File: config.mk
export PLATFORM = sky130hd
export DESIGN_NAME = divsqrt_unit
export DESIGN_NICKNAME = d
export VERILOG_FILES = /design/src/rtl/divsqrt_pkg.sv /design/src/rtl/dsq_prep.sv /design/src/rtl/dsq_step.sv /design/src/rtl/dsq_post.sv /design/src/rtl/divsqrt_unit.sv
export SDC_FILE = /design/constraint.sdc
export NUM_CORES = 1
export LEC_CHECK = 0
export ABC_CLOCK_PERIOD_IN_PS = 8130
export BUFFER_PORTS_ARGS = -buffer_cell sky130_fd_sc_hd__clkbuf_2
export CORE_AREA = 2 2 282 284
export DETAILED_ROUTE_END_ITERATION = 6
export DIE_AREA = 0 0 284 286
export GPL_TIMING_DRIVEN = 0
export HOLD_SLACK_MARGIN = 0.12
export PLACE_DENSITY = 0.62
export SLEW_MARGIN = 20
export SYNTH_ARGS = -nofsm -noshare
export SYNTH_HDL_FRONTEND = slang
export SYNTH_HIERARCHICAL = 1
export SYNTH_SLANG_ARGS = --single-unit
File: constraint.sdc
create_clock -name clk -period 8.13 [get_ports clk]
set_input_delay 1.626 -clock clk [delete_from_list [all_inputs] [get_ports clk]]
set_output_delay 1.626 -clock clk [all_outputs]
set_load 0.01 [all_outputs]
File: src/rtl/divsqrt_pkg.sv
`timescale 1ns/1ps
package divsqrt_pkg;
  localparam int DW          = 32;
  localparam int REM_W       = DW + 2;
  localparam int SH_W        = 2 * DW;
  localparam int MANT_W      = 23;
  localparam int SIG_W       = MANT_W + 1;
  localparam int FDIV_STEPS  = SIG_W + 2;
  localparam int FSQRT_STEPS = SIG_W;
  localparam int INT_STEPS   = DW;
  localparam int STEP_W      = $clog2(INT_STEPS + 1);

  typedef enum logic [2:0] {
    OP_FDIV  = 3'd0,
    OP_FSQRT = 3'd1,
    OP_SDIV  = 3'd2,
    OP_UDIV  = 3'd3,
    OP_SREM  = 3'd4,
    OP_UREM  = 3'd5
  } dsq_op_e;

  typedef struct packed {
    logic          sign;
    logic [9:0]    exp;
    logic          special;
    logic [DW-1:0] spec_val;
    logic          neg_q;
    logic          neg_r;
    logic          dbz;
    logic [DW-1:0] a_raw;
  } dsq_aux_t;

  function automatic logic op_is_valid(logic [2:0] op);
    return op <= 3'd5;
  endfunction
endpackage

File: src/rtl/dsq_prep.sv
`timescale 1ns/1ps
module dsq_prep
  import divsqrt_pkg::*;
(
  input  dsq_op_e            op,
  input  logic [DW-1:0]      a,
  input  logic [DW-1:0]      b,
  output logic [REM_W-1:0]   rem0,
  output logic [DW-1:0]      q0,
  output logic [SH_W-1:0]    sh0,
  output logic [DW-1:0]      d0,
  output logic               is_sqrt,
  output logic [STEP_W-1:0]  steps,
  output dsq_aux_t           aux
);
  logic [SIG_W-1:0] ma, mb;
  logic [7:0]       ea, eb;
  logic [DW-1:0]    a_mag, b_mag;
  logic signed [9:0] e_unb, e_half;
  logic [2*SIG_W-1:0] rad;

  always_comb begin
    ma     = {1'b1, a[MANT_W-1:0]};
    mb     = {1'b1, b[MANT_W-1:0]};
    ea     = a[30:23];
    eb     = b[30:23];
    a_mag  = a[DW-1] ? (~a + 1'b1) : a;
    b_mag  = b[DW-1] ? (~b + 1'b1) : b;
    e_unb  = $signed({2'b00, ea}) - 10'sd127;
    e_half = e_unb >>> 1;
    rad    = ea[0] ? {1'b0, ma, {MANT_W{1'b0}}} : {ma, {SIG_W{1'b0}}};

    rem0    = '0;
    q0      = '0;
    sh0     = '0;
    d0      = '0;
    is_sqrt = 1'b0;
    steps   = '0;
    aux     = '0;

    unique case (op)
      OP_FDIV: begin
        d0       = {{(DW-SIG_W){1'b0}}, mb};
        steps    = STEP_W'(FDIV_STEPS);
        aux.sign = a[DW-1] ^ b[DW-1];
        aux.exp  = 10'($signed({2'b00, ea}) - $signed({2'b00, eb}) + 10'sd126);
        if (ma >= mb) begin
          rem0 = {{(REM_W-SIG_W){1'b0}}, ma - mb};
          q0   = {{(DW-1){1'b0}}, 1'b1};
        end else begin
          rem0 = {{(REM_W-SIG_W){1'b0}}, ma};
        end
        if (eb == 8'd0) begin
          aux.special  = 1'b1;
          aux.spec_val = {aux.sign, 8'hFF, {MANT_W{1'b0}}};
        end else if (ea == 8'd0) begin
          aux.special  = 1'b1;
          aux.spec_val = {aux.sign, {(DW-1){1'b0}}};
        end
      end
      OP_FSQRT: begin
        is_sqrt = 1'b1;
        steps   = STEP_W'(FSQRT_STEPS);
        sh0     = {rad, {(SH_W-2*SIG_W){1'b0}}};
        aux.exp = 10'(e_half + 10'sd127);
        if (ea == 8'd0) begin
          aux.special  = 1'b1;
          aux.spec_val = {a[DW-1], {(DW-1){1'b0}}};
        end else if (a[DW-1]) begin
          aux.special  = 1'b1;
          aux.spec_val = 32'h7FC0_0000;
        end
      end
      OP_SDIV, OP_SREM: begin
        sh0       = {a_mag, {DW{1'b0}}};
        d0        = b_mag;
        steps     = STEP_W'(INT_STEPS);
        aux.neg_q = a[DW-1] ^ b[DW-1];
        aux.neg_r = a[DW-1];
        aux.dbz   = (b == '0);
        aux.a_raw = a;
      end
      default: begin
        sh0       = {a, {DW{1'b0}}};
        d0        = b;
        steps     = STEP_W'(INT_STEPS);
        aux.dbz   = (b == '0);
        aux.a_raw = a;
      end
    endcase
  end
endmodule

File: src/rtl/dsq_step.sv
`timescale 1ns/1ps
module dsq_step
  import divsqrt_pkg::*;
(
  input  logic             is_sqrt,
  input  logic [REM_W-1:0] rem_i,
  input  logic [DW-1:0]    q_i,
  input  logic [SH_W-1:0]  sh_i,
  input  logic [DW-1:0]    d_i,
  output logic [REM_W-1:0] rem_o,
  output logic [DW-1:0]    q_o,
  output logic [SH_W-1:0]  sh_o
);
  logic [REM_W-1:0] shifted, trial;

  always_comb begin
    if (is_sqrt) begin
      shifted = {rem_i[REM_W-3:0], sh_i[SH_W-1 -: 2]};
      sh_o    = sh_i << 2;
      trial   = {q_i, 2'b01};
    end else begin
      shifted = {rem_i[REM_W-2:0], sh_i[SH_W-1]};
      sh_o    = sh_i << 1;
      trial   = {2'b00, d_i};
    end
    if (shifted >= trial) begin
      rem_o = shifted - trial;
      q_o   = {q_i[DW-2:0], 1'b1};
    end else begin
      rem_o = shifted;
      q_o   = {q_i[DW-2:0], 1'b0};
    end
  end
endmodule

File: src/rtl/dsq_post.sv
`timescale 1ns/1ps
module dsq_post
  import divsqrt_pkg::*;
(
  input  dsq_op_e        op,
  input  logic [DW-1:0]  q,
  input  logic [DW-1:0]  rem,
  input  dsq_aux_t       aux,
  output logic [DW-1:0]  res
);
  logic              norm;
  logic [MANT_W-1:0] mant;
  logic [9:0]        e_adj;

  always_comb begin
    norm  = q[FDIV_STEPS];
    mant  = norm ? q[FDIV_STEPS-1 -: MANT_W] : q[FDIV_STEPS-2 -: MANT_W];
    e_adj = aux.exp + {9'b0, norm};
    res   = '0;
    unique case (op)
      OP_FDIV: begin
        if (aux.special)                 res = aux.spec_val;
        else if ($signed(e_adj) >= 10'sd255) res = {aux.sign, 8'hFF, {MANT_W{1'b0}}};
        else if ($signed(e_adj) <= 10'sd0)   res = {aux.sign, {(DW-1){1'b0}}};
        else                             res = {aux.sign, e_adj[7:0], mant};
      end
      OP_FSQRT: res = aux.special ? aux.spec_val : {1'b0, aux.exp[7:0], q[MANT_W-1:0]};
      OP_SDIV:  res = aux.dbz ? '1 : (aux.neg_q ? (~q + 1'b1) : q);
      OP_UDIV:  res = aux.dbz ? '1 : q;
      OP_SREM:  res = aux.dbz ? aux.a_raw : (aux.neg_r ? (~rem + 1'b1) : rem);
      default:  res = aux.dbz ? aux.a_raw : rem;
    endcase
  end
endmodule

File: src/rtl/divsqrt_unit.sv
`timescale 1ns/1ps
module divsqrt_unit
  import divsqrt_pkg::*;
#(
  parameter int TAG_W         = 4,
  parameter int LAT_FDIV      = 17,
  parameter int LAT_FSQRT     = 16,
  parameter int LAT_IDIV      = 22,
  parameter int LAT_IREM      = 23,
  parameter int STEPS_PER_CYC = 2
) (
  input  logic             clk,
  input  logic             rst,
  input  logic             start_i,
  input  logic [2:0]       op_i,
  input  logic [DW-1:0]    a_i,
  input  logic [DW-1:0]    b_i,
  input  logic [TAG_W-1:0] tag_i,
  output logic             busy_o,
  output logic             done_o,
  output logic [DW-1:0]    result_o,
  output logic [TAG_W-1:0] tag_o
);
  localparam int LAT_MAX = (LAT_IREM > LAT_IDIV) ? LAT_IREM : LAT_IDIV;
  localparam int CNT_W   = $clog2(LAT_MAX + 1);

  function automatic logic [CNT_W-1:0] lat_m1(dsq_op_e op);
    case (op)
      OP_FDIV:          return CNT_W'(LAT_FDIV - 1);
      OP_FSQRT:         return CNT_W'(LAT_FSQRT - 1);
      OP_SDIV, OP_UDIV: return CNT_W'(LAT_IDIV - 1);
      default:          return CNT_W'(LAT_IREM - 1);
    endcase
  endfunction

  logic              busy_q, done_q, sqrt_q;
  logic [DW-1:0]     res_q, q_q, d_q;
  logic [TAG_W-1:0]  tag_q, tag_out_q;
  dsq_op_e           op_q, op_in;
  logic [CNT_W-1:0]  lat_cnt;
  logic [STEP_W-1:0] step_cnt;
  logic [REM_W-1:0]  rem_q;
  logic [SH_W-1:0]   sh_q;
  dsq_aux_t          aux_q;

  logic              accept;
  logic [REM_W-1:0]  rem0;
  logic [DW-1:0]     q0, d0, post_res;
  logic [SH_W-1:0]   sh0;
  logic              sqrt0;
  logic [STEP_W-1:0] steps0;
  dsq_aux_t          aux0;

  assign op_in  = dsq_op_e'(op_i);
  assign accept = start_i && !busy_q && op_is_valid(op_i);

  dsq_prep u_prep (
    .op(op_in), .a(a_i), .b(b_i), .rem0(rem0), .q0(q0), .sh0(sh0),
    .d0(d0), .is_sqrt(sqrt0), .steps(steps0), .aux(aux0)
  );

  logic [REM_W-1:0] rem_c [STEPS_PER_CYC+1];
  logic [DW-1:0]    q_c   [STEPS_PER_CYC+1];
  logic [SH_W-1:0]  sh_c  [STEPS_PER_CYC+1];

  assign rem_c[0] = rem_q;
  assign q_c[0]   = q_q;
  assign sh_c[0]  = sh_q;

  for (genvar g = 0; g < STEPS_PER_CYC; g++) begin : g_chain
    dsq_step u_step (
      .is_sqrt(sqrt_q), .rem_i(rem_c[g]), .q_i(q_c[g]), .sh_i(sh_c[g]),
      .d_i(d_q), .rem_o(rem_c[g+1]), .q_o(q_c[g+1]), .sh_o(sh_c[g+1])
    );
  end

  dsq_post u_post (
    .op(op_q), .q(q_q), .rem(rem_q[DW-1:0]), .aux(aux_q), .res(post_res)
  );

  always_ff @(posedge clk) begin
    if (rst) begin
      busy_q    <= 1'b0;
      done_q    <= 1'b0;
      res_q     <= '0;
      tag_q     <= '0;
      tag_out_q <= '0;
      op_q      <= OP_FDIV;
      lat_cnt   <= '0;
      step_cnt  <= '0;
      rem_q     <= '0;
      q_q       <= '0;
      sh_q      <= '0;
      d_q       <= '0;
      sqrt_q    <= 1'b0;
      aux_q     <= '0;
    end else begin
      done_q <= 1'b0;
      if (accept) begin
        busy_q   <= 1'b1;
        op_q     <= op_in;
        tag_q    <= tag_i;
        lat_cnt  <= lat_m1(op_in);
        step_cnt <= steps0;
        rem_q    <= rem0;
        q_q      <= q0;
        sh_q     <= sh0;
        d_q      <= d0;
        sqrt_q   <= sqrt0;
        aux_q    <= aux0;
      end else if (busy_q) begin
        if (step_cnt != '0) begin
          rem_q    <= rem_c[STEPS_PER_CYC];
          q_q      <= q_c[STEPS_PER_CYC];
          sh_q     <= sh_c[STEPS_PER_CYC];
          step_cnt <= step_cnt - STEP_W'(STEPS_PER_CYC);
        end
        if (lat_cnt == '0) begin
          busy_q    <= 1'b0;
          done_q    <= 1'b1;
          res_q     <= post_res;
          tag_out_q <= tag_q;
        end else begin
          lat_cnt <= lat_cnt - 1'b1;
        end
      end
    end
  end

  assign busy_o   = busy_q;
  assign done_o   = done_q;
  assign result_o = res_q;
  assign tag_o    = tag_out_q;

  assert_busy_after_accept_R2: assert property (@(posedge clk) disable iff (rst)
    accept |=> busy_o);
  assert_done_one_cycle_R2: assert property (@(posedge clk) disable iff (rst)
    done_o |=> !done_o);
  assert_done_not_busy_R2: assert property (@(posedge clk) disable iff (rst)
    done_o |-> !busy_o);
  assert_busy_ends_in_done_R1: assert property (@(posedge clk) disable iff (rst)
    $fell(busy_o) |-> done_o);
  assert_engine_idle_at_finish_R3: assert property (@(posedge clk) disable iff (rst)
    (busy_q && lat_cnt == '0) |-> (step_cnt == '0));
  assert_bad_opcode_dropped_R4: assert property (@(posedge clk) disable iff (rst)
    (start_i && !busy_o && !op_is_valid(op_i)) |=> !busy_o);
  assert_outputs_held_R5: assert property (@(posedge clk) disable iff (rst)
    !done_o |=> ($stable(tag_o) || done_o));
endmodule

---- Word level (Yosys, flattened, before mapping) ----
Index checks and enable logic that the tools add are counted.
cells by class
  $add $sub $neg .......................... 14
  magnitude comparators ................... 6
  equality and inequality tests ........... 9
  mux-type cells .......................... 61
  bitwise gates (word level) .............. 7
  reduce and logical (&&, ||, !) cells .... 19
operators by type and width
  cell                                                                    number
  32-bit two-way mux                                                      14
  33-bit two-way mux                                                      10
  64-bit two-way mux                                                      5
  64-bit one-hot mux with 3 select lines                                  1
  32-bit one-hot mux with 5 select lines                                  1
  34-bit two-way mux                                                      4
  32-bit by 1-bit adder with 32-bit output (second input constant)        4
  32-bit inverter                                                         4
  32-bit one-hot mux with 3 select lines                                  1
  43-bit one-hot mux with 2 select lines                                  1
  34-bit greater-or-equal comparator                                      2
  33-bit subtractor                                                       2
  31-bit two-way mux                                                      2
  24-bit two-way mux                                                      2
  48-bit two-way mux                                                      1
  32-bit logical NOT                                                      1
  24-bit greater-or-equal comparator                                      1
  24-bit subtractor                                                       1
  23-bit two-way mux                                                      1
  6-bit two-way mux                                                       3
  8-bit logical NOT                                                       2
  5-bit two-way mux                                                       3
  5-bit one-hot mux with 3 select lines                                   1
  3-bit by 2-bit equality test with 1-bit output (second input constant)  4
  other kinds (28)                                                        45
storage, ports and cells
  register bits after elaboration ......... 297
  bits of input ports ..................... 74
  output and inout bits ................... 38
  logic and storage cells ................. 137

---- Longest topological paths before layout ----
Gate-level depths: netlist of run 1.
  depth after elaboration ................. 9
  mapped depth ............................ 32
  mapped depth without buffers ............ 26

---- Cells and area by module ----
The synthesis of run 1 kept the hierarchy.
by module, submodules not included
  module        instances  cells each  area each (µm²)  sequential area each (µm²)
  divsqrt_unit  1          1493        12016.5          5965.7
  dsq_step      2          469         4005.1           0.0
  dsq_prep      1          950         6002.0           0.0
  dsq_post      1          769         4929.7           0.0

---- Worst setup path before layout of run 1 ----
Ideal clock, no wire load.
  kind .................................... register to register
  from .................................... register sqrt_q
  to ...................................... register rem_q[10]
  library setup time ...................... 0.147 ns
  arrival ................................. 6.621 ns
  required time ........................... 7.983 ns
  setup slack ............................. 1.363 ns
  cell stages (with the launch flop) ...... 31
  buffers on the path ..................... 6
  clock period less this slack ............ 6.767 ns
  path through ............................ dfxtp_1 clkbuf_1 clkbuf_1 buf_1 clkbuf_1 mux2i_1 ha_1 nand2_2 nor4_4 o2111ai_1 o211ai_2 a211oi_4 nor2_2 a31oi_2 o21ai_4 buf_12 mux2_4 mux2_2 ha_1 nand2_2 nor4_4 o2111ai_1 o211ai_2 a211oi_4 nor2_2 a31oi_2 o21ai_4 buf_12 mux2_4 nand2_1 a311oi_2
RTL lines
  what                      line                 text
  start: declaration        divsqrt_unit.sv:36   logic busy_q, done_q, sqrt_q;
  start signal: assignment  divsqrt_unit.sv:109  sqrt_q <= sqrt0;
  end signal: assignment    divsqrt_unit.sv:105  rem_q <= rem0;
  end signal: assignment    divsqrt_unit.sv:113  rem_q <= rem_c[STEPS_PER_CYC];
  end: declaration          divsqrt_unit.sv:42   logic [REM_W-1:0] rem_q;

==> run metrics, run 1 <==
post-placement cell area roughly 33000 um^2; Setup WS post-layout ~0.20 ns; Final Cycle Share 97.53%; cell class contributing the biggest share of worst-path delay compound AO/OA/AOI/OAI gates; Leakage 13.34 nW; DR vias/cell approximately 6; post-route cell area 34520 um^2; Slew @ Worst Pin 1.225 ns; Tot Pwr 12.90 mW; Post-Syn Instances 4134; vias 32810; initial antenna violation count 8; synthesized cell area 30840 um^2; Horiz. Die Dim 284 um; CP Data Arrival Time 8.37 ns; slowest stage cell, crit path clkbuf_4; row cnt 103; max_cap viols 0; TNS Setup 0 ns; CTS tree built; kind of critical path reg -> reg; outcome finished clean; Root Driver clkbuf_16; power per cell area 373.6 nW/um^2; first-pass GRT wire length between 200000 and 250000 um; CTS max path bufs 3; number of buffers created by CTS 39; worst-skew pair later-pin latency ~0.60 ns; die area 81220 um^2; vias in the first global route just over 30000; gpl congestion 1.079; H-tree depth 2; warnings from Yosys 6; Die Y 286 um; placed cell count between 5000 and 6000; Starting Density 39.36%; placed wire-length estimate 108400 um; clk sinks 297; Setup crit end kind flip-flop; Routed Antenna Nets 0; port bufs 109; CP Buf/Inv Count 8; HP Class reg -> reg; First DRT Iteration DRCs 4158; Clock Skew 0.02045 ns; hold buffers post-CTS 0; worst slack, placed -1.768 ns; crit start category flip-flop; slew margin rel. 18.34%; Critical Path RT 8.57 ns; Non-Filler Instances 5467; IO Pins approximately 110; GRT Overall Usage 32.63%; DRT Wirelength about 140000 um; core area 78360 um^2; Avg Synthesized Cell Area 7.461 um^2; DRC viols 0; Fill cells 8315; Peak VDD IR 483.6 uV; Clock transition at path regs about 0.060 ns; nets 4573; Area Overhead vs Synth 11.91%; share of cells above drive strength 1 a little under a fifth; slowest stage delay, CP ~0.50 ns; # setup viols final 0; CP max FO 19; Tmin final just under 8 ns; Fmax roughly 130 MHz; Max Slew Vio Count 0; final hold violation count 0; DR pass1 iterations 6; per-cell routed wire length 25.24 um; largest net degree at the start of global routing 13; RSZ-0062 raised after global routing no; total grt overflow 0
## routing by layer
layer | global-route usage (%) | share of wire (%)
met1 | 43.43 | 42
met2 | 49.54 | 42
met3 | 6.380 | 9.6
met4 | 17.83 | 6.1
met5 | 0 | 0.010
## placed cells by master (no fill, tap or decap), drive strengths merged, types with 88 or more instances in the layout
cell and count:
mux2 278, mux2i 147, nor2 333, inv 100, conb 98, xnor2 88, dfxtp 297, o21ai 175
nand2 769, clkbuf 389, ha 111, buf 258, a21oi 328, a311oi 138
## final timing paths
path	endpoint	start	slack, ns	cells past startpoint
setup / recovery	rem_q[25]	sqrt_q	0.20	32
hold / removal	tag_o[2]	tag_q[2]	0.45	2
setup reg to reg	rem_q[25]	sqrt_q	0.20	32
hold reg to reg	tag_o[2]	tag_q[2]	0.45	2
## state kept, by name, summed over array words and instances (netlist names), 3 cells and up
register  count
aux_q        79
sh_q         64
rem_q        33
d_q          32
q_q          32
result_o     32
step_cnt      6
lat_cnt       5
tag_o         4
tag_q         4
op_q          3
## worst reg2reg max path: cells and delay by family, from the launching register on
family          cells  cell delay [ns]
fa+ha+maj           2             0.71
simple gates        6             1.19
flops               1             0.47
buf+inv             8             1.93
compound gates     12             2.25
mux                 4             1.24
## where the power goes
group	internal (mW)	switching, mW
sequential	1.64	0.435
combinational	4.13	4.86
clock	1.05	0.783
total	6.82	6.08
## cell type report
class / count / area (um^2) / area share [%]
inverters: 100 / 375.4 / 1.087
well taps: 1050 / 1314 / 3.806
diodes: 4 / 10.01 / 0.02900
plain buffers: 480 / 2676 / 7.753
repair buffers: 115 / 615.6 / 1.783
clock inverters: 18 / 252.7 / 0.7322
multi-input cells: 3351 / 22240 / 64.44
flip-flops and latches: 297 / 5946 / 17.22
clock buffers: 52 / 1085 / 3.143
## metrics by stage
step	utilization, %	hold slack, ns
floorplan	-	0.4312
global placement	42.19	0.4424
detailed placement	42.19	0.4467
CTS	43.97	0.4553
global route	44.05	0.4668
finish	44.05	0.4512
## timing repair
item                       CTS  global route
setup endpoints to repair   34            34
resized for setup           11             9
pin swaps                    1             3
gates cloned                 0             0
setup buffers                2             4
No activity file was read; power rests on OpenSTA's default activity.
==> run 2: changes to the inputs <==
Settings changed: BUFFER_PORTS_ARGS -buffer_cell sky130_fd_sc_hd__clkbuf_2 to default, DONT_BUFFER_PORTS from default to 1, PLACE_DENSITY 0.62 to 0.61.
==> run 2 against run 1 <==
The flow now finishes with violations (design-rule violations). Combinational power fell by 2.3%. Non-clock buffer count fell by 110. Hold slack improved by 0.0026 ns. Global-route usage barely moved. Power fell by 1.9%. Largest cell class unchanged. Largest power group unchanged.
==> run metrics, run 2 (same netlist as run 1, synthesis figures left out) <==
outcome complete, but fails checks; failing checks design-rule violations; Fmax 127.4 MHz; Tot Pwr ~13 mW; worst hold slack between 0.4 and 0.5 ns; die area 81220 um^2; vias in the first global route about 30000; DR pass1 iterations 7; Root Driver clkbuf_16; slowest stage delay, CP 0.46 ns; placed cell count between 5000 and 6000; per-cell routed wire length 25.74 um; HP Class reg -> reg; DRC viols 38; First DRT Iteration DRCs between 4000 and 5000; kind of critical path reg -> reg; Final Cycle Share a little over nine tenths; switch share 46.93%; final hold violation count 0; CP Buf/Inv Count 7; H-tree depth 2; vias 32380; Die Y approximately 290 um; met3 Track Usage GR 7.823%; max FFs per register 79; worst-skew pair later-pin latency between 0.6 and 0.7 ns; GR Layer Usage met1 42.54%; Max Slew Vio Count 0; Clock Skew 0.04619 ns; GRT Overall Usage 32.62%; commonest non-fill, non-tap cell in the layout nand2_1; commonest non-fill, non-tap cells in the layout 763 x nand2_1, 329 x nor2_1, 328 x a21oi_1; slew margin rel. 17.84%; Starting Density between 30% and 40%; Fill cells ~8300; gpl congestion 1.045; initial antenna violation count 7; DRT Wirelength 137900 um; slowest stage cell, crit path fa_1; CTS tree built; hold_sp tag_q[2]; Psw 5.936 mW; # setup viols final 0; port bufs 0; Peak VDD IR around 450 uV; number of buffers created by CTS 39; DR vias/cell 6.043; worst r2r src sqrt_q; share of cells above drive strength 1 roughly 17%; logic gate share of total power 69.4%; CP Data Arrival Time 8.30 ns; met2 GRT Util about half; Slew @ Worst Pin 1.223 ns; Largest regs aux_q x79, sh_q x64, rem_q x33; first-pass GRT wire length 200300 um; nets 4463; core area 78360 um^2; Clock transition at path regs 0.06 ns; RSZ-0062 raised after global routing no; row cnt slightly above 100; Tmin final 7.850 ns; Non-Filler Instances about 5400; total grt overflow 0; largest net degree at the start of global routing 13; cell class contributing the biggest share of worst-path delay compound AO/OA/AOI/OAI gates; CP max FO 11; internal power 6.712 mW; placed wire-length estimate 108300 um; power per cell area 373.0 nW/um^2; TNS Setup 0 ns; gr busiest metal met2; Routed Antenna Nets 0; hold buffers post-CTS 0; Clock power frac 14.1%; Biggest register aux_q; Horiz. Die Dim about 280 um; max_cap viols 0; Leakage 12.86 nW; Area Overhead vs Synth 9.935%; Critical Path RT 8.58 ns; crit path from sqrt_q; Sequential Power Share 16.5%; IO Pins between 100 and 150; Setup crit end kind flip-flop; clk sinks 297; crit start category flip-flop; CTS max path bufs 3
-- run 2: power by group through the flow --
stage	Combinational [mW]	Sequential, mW	Clock [mW]
after detailed placement	8.48	2.09	0
after floorplan	6.83	1.84	0
final	8.78	2.09	1.78
after global routing	9.46	2.09	1.86
after CTS	8.57	2.06	1.81
after global placement	8.48	2.09	0
-- run 2: layer usage --
| metal | up-vias | wire length, um |
|---|---|---|
| li1 | 14920 | - |
| met1 | 15320 | 57590 |
| met2 | 1690 | 58690 |
| met3 | 456 | 13590 |
| met4 | 0 | 8046 |
| met5 | - | 0 |
-- run 2: through the flow --
step	cell area [um^2]	util, %	worst slack, ns
2_1_floorplan	31200	-	1.398
3_3_place_gp	32510	41.50	-1.362
3_5_place_dp	32520	41.50	-1.332
4_1_cts	33870	43.22	0.03878
5_1_grt	33900	43.26	0.07625
6_report	33910	43.27	0.2797
-- run 2: worst paths after layout --
check | end | slack (ns) | cells past startpoint
hold / removal | tag_o[2] | 0.45 | 2
hold reg to reg | tag_o[2] | 0.45 | 2
setup / recovery | rem_q[13] | 0.28 | 32
setup reg to reg | rem_q[13] | 0.28 | 32
-- run 2: repair_timing --
action                                  in CTS  in global routing
cloned                                       0                  0
endpoints found under the setup margin      34                 34
pin swaps                                    1                  1
resized for setup                           10                  9
setup buffers                                2                  3
-- run 2: area by class of cell --
type                    instances  area [um^2]  area share [%]
clock inverters                18        178.9          0.5277
inverters                     100        375.4           1.107
flip-flops and latches        297         5946           17.54
plain buffers                 480         2680           7.904
repair buffers                  5        50.05          0.1476
multi-input cells            3351        22240           65.58
clock buffers                  53         1119           3.299
diodes                          4        10.01         0.02952
well taps                    1050         1314           3.875
-- run 2: tightest hold or removal path: cells and delay by family, from the launching register on --
| kind | cells | cell delay (ns) |
|---|---|---|
| flops | 1 | 0.31 |
| simple gates | 1 | 0.05 |
| compound gates | 1 | 0.05 |
